<file path="src/rtl/clkmode_pkg.sv">
package clkmode_pkg;
  localparam int REG_W    = 8;
  localparam int IDLE_BIT = 7;
  localparam int STAT_BIT = 3;

  typedef enum logic [1:0] {
    SRC_NONE = 2'd0,
    SRC_PRI  = 2'd1,
    SRC_SEC  = 2'd2,
    SRC_RC   = 2'd3
  } srcE;

  typedef enum logic [1:0] {
    PM_RUN   = 2'd0,
    PM_IDLE  = 2'd1,
    PM_SLEEP = 2'd2
  } pmE;

  typedef struct packed {
    logic ostRestart;
    logic priOn;
  } ctrlStrobeT;

  function automatic srcE decodeSel(input logic [1:0] sel, input logic priDefault);
    case (sel)
      2'b11:   return SRC_RC;
      2'b10:   return SRC_PRI;
      2'b01:   return SRC_SEC;
      default: return priDefault ? SRC_PRI : SRC_RC;
    endcase
  endfunction
endpackage

</file>
<file path="src/rtl/clkmode_dp.sv">
module clkmode_dp
  import clkmode_pkg::*;
#(
  parameter int OST_CYCLES = 1024
) (
  input  logic             clk,
  input  logic             rstN,
  input  logic             wrEn,
  input  logic [REG_W-1:0] wrData,
  input  logic             cfgPriDefault,
  input  logic             cfgHsTwoSpeed,
  input  ctrlStrobeT       strobe,
  output logic [REG_W-1:0] rdData,
  output logic             idleEn,
  output srcE              reqSrc,
  output logic             ostDone
);
  localparam int CNT_W = (OST_CYCLES > 1) ? $clog2(OST_CYCLES) : 1;
  localparam logic [CNT_W-1:0] OST_LAST = CNT_W'(OST_CYCLES - 1);

  logic             idleEnQ;
  logic [1:0]       selQ;
  logic [CNT_W-1:0] ostCnt;
  logic             ostDoneQ;

  always_ff @(posedge clk) begin
    if (!rstN) begin
      idleEnQ  <= 1'b0;
      selQ     <= 2'b00;
      ostCnt   <= '0;
      ostDoneQ <= !cfgHsTwoSpeed;
    end else begin
      if (wrEn) begin
        idleEnQ <= wrData[IDLE_BIT];
        selQ    <= wrData[1:0];
      end
      if (strobe.ostRestart) begin
        ostCnt   <= '0;
        ostDoneQ <= 1'b0;
      end else if (strobe.priOn && !ostDoneQ) begin
        if (ostCnt == OST_LAST) begin
          ostDoneQ <= 1'b1;
          ostCnt   <= '0;
        end else begin
          ostCnt <= ostCnt + 1'b1;
        end
      end
    end
  end

  always_comb begin
    rdData           = '0;
    rdData[IDLE_BIT] = idleEnQ;
    rdData[STAT_BIT] = ostDoneQ;
    rdData[1:0]      = selQ;
  end

  assign idleEn  = idleEnQ;
  assign ostDone = ostDoneQ;
  assign reqSrc  = decodeSel(selQ, cfgPriDefault);
endmodule

</file>
<file path="src/rtl/clkmode_fsm.sv">
module clkmode_fsm
  import clkmode_pkg::*;
(
  input  logic       clk,
  input  logic       rstN,
  input  logic       cfgPriDefault,
  input  srcE        reqSrc,
  input  logic       ostDone,
  input  logic       idleEn,
  input  logic       sleepReq,
  input  logic       wakeReq,
  input  logic       priReady,
  input  logic       secReady,
  input  logic       rcReady,
  input  logic       wdtEn,
  input  logic       timerKeepAlive,
  output srcE        activeSrc,
  output pmE         pwrMode,
  output logic       priEn,
  output logic       secEn,
  output logic       rcEn,
  output logic       cpuClkEn,
  output logic       periClkEn,
  output ctrlStrobeT strobe
);
  srcE  actQ;
  pmE   modeQ;
  logic tgtReady;
  logic runMode;
  logic idleMode;

  always_comb begin
    case (reqSrc)
      SRC_PRI: tgtReady = priReady && ostDone;
      SRC_SEC: tgtReady = secReady;
      SRC_RC:  tgtReady = rcReady;
      default: tgtReady = 1'b0;
    endcase
  end

  always_ff @(posedge clk) begin
    if (!rstN) begin
      actQ  <= decodeSel(2'b00, cfgPriDefault);
      modeQ <= PM_RUN;
    end else begin
      if (modeQ == PM_RUN && reqSrc != actQ && tgtReady) actQ <= reqSrc;
      if (modeQ != PM_RUN && wakeReq) begin
        modeQ <= PM_RUN;
      end else if (modeQ == PM_RUN && sleepReq && !wakeReq) begin
        modeQ <= idleEn ? PM_IDLE : PM_SLEEP;
      end
    end
  end

  assign runMode  = (modeQ == PM_RUN);
  assign idleMode = (modeQ == PM_IDLE);

  assign priEn = (runMode && (actQ == SRC_PRI || reqSrc == SRC_PRI))
               || (idleMode && actQ == SRC_PRI);
  assign secEn = (runMode && (actQ == SRC_SEC || reqSrc == SRC_SEC))
               || (idleMode && actQ == SRC_SEC) || timerKeepAlive;
  assign rcEn  = (runMode && (actQ == SRC_RC || reqSrc == SRC_RC))
               || (idleMode && actQ == SRC_RC) || wdtEn;

  assign cpuClkEn  = runMode;
  assign periClkEn = runMode || idleMode;

  assign strobe.priOn      = priEn;
  assign strobe.ostRestart = wakeReq && (modeQ == PM_SLEEP) && (actQ == SRC_PRI);

  assign activeSrc = actQ;
  assign pwrMode   = modeQ;
endmodule

</file>
<file path="src/rtl/clkmode_top.sv">
module clkmode_top
  import clkmode_pkg::*;
#(
  parameter int OST_CYCLES = 1024
) (
  input  logic       clk,
  input  logic       rstN,
  input  logic       wrEn,
  input  logic [7:0] wrData,
  output logic [7:0] rdData,
  input  logic       cfgPriDefault,
  input  logic       cfgHsTwoSpeed,
  input  logic       sleepReq,
  input  logic       wakeReq,
  input  logic       wdtEn,
  input  logic       timerKeepAlive,
  input  logic       priReady,
  input  logic       secReady,
  input  logic       rcReady,
  output logic       priEn,
  output logic       secEn,
  output logic       rcEn,
  output logic [1:0] activeSrc,
  output logic [1:0] pwrMode,
  output logic       cpuClkEn,
  output logic       periClkEn
);
  ctrlStrobeT strobe;
  srcE        reqSrc;
  srcE        actSrc;
  pmE         mode;
  logic       idleEn;
  logic       ostDone;

  clkmode_dp #(.OST_CYCLES(OST_CYCLES)) u_dp (
    .clk(clk), .rstN(rstN), .wrEn(wrEn), .wrData(wrData),
    .cfgPriDefault(cfgPriDefault), .cfgHsTwoSpeed(cfgHsTwoSpeed),
    .strobe(strobe), .rdData(rdData), .idleEn(idleEn),
    .reqSrc(reqSrc), .ostDone(ostDone)
  );

  clkmode_fsm u_fsm (
    .clk(clk), .rstN(rstN), .cfgPriDefault(cfgPriDefault),
    .reqSrc(reqSrc), .ostDone(ostDone), .idleEn(idleEn),
    .sleepReq(sleepReq), .wakeReq(wakeReq),
    .priReady(priReady), .secReady(secReady), .rcReady(rcReady),
    .wdtEn(wdtEn), .timerKeepAlive(timerKeepAlive),
    .activeSrc(actSrc), .pwrMode(mode),
    .priEn(priEn), .secEn(secEn), .rcEn(rcEn),
    .cpuClkEn(cpuClkEn), .periClkEn(periClkEn), .strobe(strobe)
  );

  assign activeSrc = actSrc;
  assign pwrMode   = mode;
endmodule

</file>
<file path="config.mk">
export PLATFORM = sky130hd
export DESIGN_NAME = clkmode_top
export DESIGN_NICKNAME = d
export VERILOG_FILES = /design/src/rtl/clkmode_pkg.sv /design/src/rtl/clkmode_dp.sv /design/src/rtl/clkmode_fsm.sv /design/src/rtl/clkmode_top.sv
export SDC_FILE = /design/constraint.sdc
export NUM_CORES = 1
export LEC_CHECK = 0
export BUFFER_PORTS_ARGS = -buffer_cell sky130_fd_sc_hd__buf_2
export CAP_MARGIN = 20
export CORE_UTILIZATION = 43
export DETAILED_ROUTE_END_ITERATION = 10
export PLACE_DENSITY = 0.74
export SLEW_MARGIN = 15
export SYNTH_ARGS = -nofsm -noshare
export SYNTH_HDL_FRONTEND = slang
export SYNTH_SLANG_ARGS = --single-unit
</file>
<file path="constraint.sdc">
create_clock -name clk -period 1.48 [get_ports clk]
set_input_delay 0.074 -clock clk [delete_from_list [all_inputs] [get_ports clk]]
set_output_delay 0.074 -clock clk [all_outputs]
set_load 0.01 [all_outputs]
</file>
==> flow_summary.ini <==
[synth]
synth_top_area_share = 0.2930
ys.flop_type = dfxtp_1
ys_top_cells_by_count = dfxtp_1 (15), nor2_1 (12), buf_4 (7), xor2_1 (7)
synth-edff-count = 3
avgSynthCellArea_sq_um = 8.911
post-synth-top-area-cell = dfxtp_1
ys_top_cells_by_area = dfxtp_1 (29%), edfxtp_1 (8.8%), xor2_1 (6.0%)
synth_cells = 115
yosysWarnings = 0
synth_area_sq_um = 1025
ys_seq_elements = 18
synth-async-reset-ratio = 0
yosysMostFrequentCell = dfxtp_1
ys_types = 40
yosysSeqAreaShare = 0.3810

[routing]
antenna_left = 0
vias = 958
avgRoutedWirePerCell_um = 12.84
drt_pass1_iterations = 4
vias_per_cell = 5.096
drc = 0
drt_iter0_drc = 10
totalWireLength_um = 2413

[timing]
whs_ns = 0.03031
clock-skew-final_ns = 0.003993
finalCriticalPeriod_ns = 1.481
finalSetupViolCount = 1
rsz0062_at_grt = yes
maxSlewViolCount = 0
finalCritPeriodShare = 1.001
max_freq_mhz = 675.3
finalWorstSetupSlack_ns = -0.0008666
finalHoldViolCount = 0

[pwr]
leakage_nw = 0.6276
vdd_ir_drop_max_mv = 0.6476
cellPowerDensity_nw_per_um2 = 740.3

[run]
cap_violations = 0

[clocking]
cts_tree = built
insertion_delay_ns = 0.29
htree_levels = 1
cts_buffer_depth = 2
cts_buffers = 3
clkTransAtPathRegs_ns = 0.10
root_buffer = clkbuf_4
cts_hold_buf = 0
cts_sinks = 18

[critical_path]
start_kind = register
max_stage_delay_ns = 0.45
cpMaxStageDelayCell = edfxtp_1
critPathCaptureType = output pin
crit_path_max_fanout = 3
cp_cell_sequence = buf_6 > buf_4 > nand2_1 > o21ai_1 > a21o_1 > buf_2
crit_family = flip-flops
crit_buf_inv = 3
critPathArrivalTime_ns = 1.41
critical_path_class = register to output pin
crit_required_ns = 1.41

[placement]
dpl_cell_area_sq_um = 1271
dp.cells = 178
io_buffers = 27
gp_congestion = 0.7345
dp_hpwl_um = 1681

[layout]
design_area_sq_um = 1446
finalNetCount = 182
fin_cells = 188
fin_util = 0.6476
layout-drive-gt1-share = 0.4563
area_delta_synth_final_pct = 41.15
fill_cells = 180
antenna_cells = 0

[die]
io_pins = 37
die_x_um = 50.82
row_count = 17
die_area_sq_um = 2582
initial_core_util = 0.4588
core-area_sq_um = 2233
dieHeight_um = 50.82

[min_path]
min_path_type = input pin to register

[global_route]
grt_pass1_wl_um = 3933
grt_overflow_total = 0
antenna_found_initial = 0
grt_usage = 0.2125
grt_pass1_vias = 911
grt_max_degree = 11

[outcome]
outcome = finished, violations left
violations = setup timing
## power by group
group	leakage [nW]	total (mW)	switching, mW	internal (mW)
Combinational	0.461	0.279	0.135	0.144
Sequential	0.151	0.537	0.0223	0.514
Clock	0.0150	0.255	0.150	0.105
## logic make-up (layout without fill, tap and decap cells)
| logic type | Yosys count | in the layout | synth area share |
|---|---|---|---|
| AO/OA/AOI/OAI | 23 | 23 | 0.1649 |
| XOR/XNOR | 8 | 8 | 0.06838 |
| adder cells (fa/ha/maj) | 1 | 1 | 0.01221 |
| buffers and inverters | 13 | 55 | 0.08059 |
| flip-flops | 18 | 18 | 0.3810 |
| multiplexers | 4 | 4 | 0.04029 |
| other | 1 | 4 | 0.003659 |
| AND/OR/NAND/NOR | 47 | 47 | 0.2491 |
## flip-flops by register name, indices dropped and copies added (netlist names)
signal and flops:
u_dp.ostCnt 10, u_dp.selQ 2, u_fsm.activeSrc 2, u_fsm.pwrMode 2
u_dp.idleEn 1, u_dp.ostDone 1
## metrics by stage
step / worst slack [ns] / setup TNS [ns] / total power [mW]
final: -0.0008666 / -0.0008666 / 1.071
after global routing: -0.06883 / -0.2433 / 1.133
after CTS: -0.06067 / -0.1793 / 1.049
after detailed placement: 0.004873 / 0 / 0.7766
after global placement: 0.01766 / 0 / 0.7715
after floorplan: -0.09566 / -0.2750 / 0.6941
## cells in the final DEF, fill, tap and decap left out, types with 2 or more instances in the layout
| cell | count |
|---|---|
| and4_1 | 2 |
| mux2i_1 | 3 |
| clkbuf_4 | 3 |
| and3_1 | 4 |
| nand4_1 | 2 |
| buf_4 | 17 |
| nor2b_1 | 3 |
| dfxtp_4 | 3 |
| nor3_1 | 4 |
| nor2_1 | 12 |
| nand2_1 | 4 |
| inv_1 | 2 |
| xor2_1 | 7 |
| buf_6 | 4 |
| o31ai_4 | 2 |
| buf_2 | 26 |
| o21ai_1 | 2 |
| a21oi_2 | 2 |
| dfxtp_1 | 12 |
| conb_1 | 4 |
| a21oi_1 | 5 |
| or3_4 | 2 |
| nand3_1 | 6 |
| edfxtp_1 | 3 |
| a21o_1 | 3 |
## tightest hold or removal path: cells and delay by family
kind | cells | cell delay, ns
and+or+nand+nor | 1 | 0.08
buffers and inverters | 1 | 0.09
AOI/OAI and AO/OA | 1 | 0.05
## final cells by class
type	instances	area [sq um]	share of cell area
Sequential cell	18	401.6	0.2777
Timing Repair Buffer	48	317.8	0.2197
Inverter	3	11.26	0.007785
Tap cell	28	35.03	0.02422
Multi-Input combinational cell	87	654.4	0.4524
Clock buffer	4	26.28	0.01817
## path summary, 6_finish.rpt
kind / from / end / slack, ns / cells after the start
worst min-delay path: sleepReq / u_fsm.pwrMode[1] / 0.03 / 3
worst max-delay path: u_fsm.activeSrc[0] / rcEn / -0.0009 / 6
worst max register to register: u_dp.selQ[0] / u_dp.ostCnt[5] / -0.0009 / 4
worst min register to register: u_dp.ostCnt[1] / u_dp.ostCnt[1] / 0.49 / 2
## repair_timing
action,CTS,global route
hold endpoints to repair,0,0
pin swaps,3,4
setup endpoints to repair,5,13
setup buffers,4,3
resized for setup,7,19
## layer usage
| layer | global-route usage | vias to the layer above | share of wire |
|---|---|---|---|
| met2 | 0.3733 | 22 | 0.50 |
| met3 | 0.02976 | 4 | 0.034 |
| li1 | - | 490 | - |
| met4 | 0.1111 | 0 | 0.021 |
| met1 | 0.2495 | 442 | 0.45 |
| met5 | 0 | - | 0 |
No activity file was read; power rests on OpenSTA's default activity.
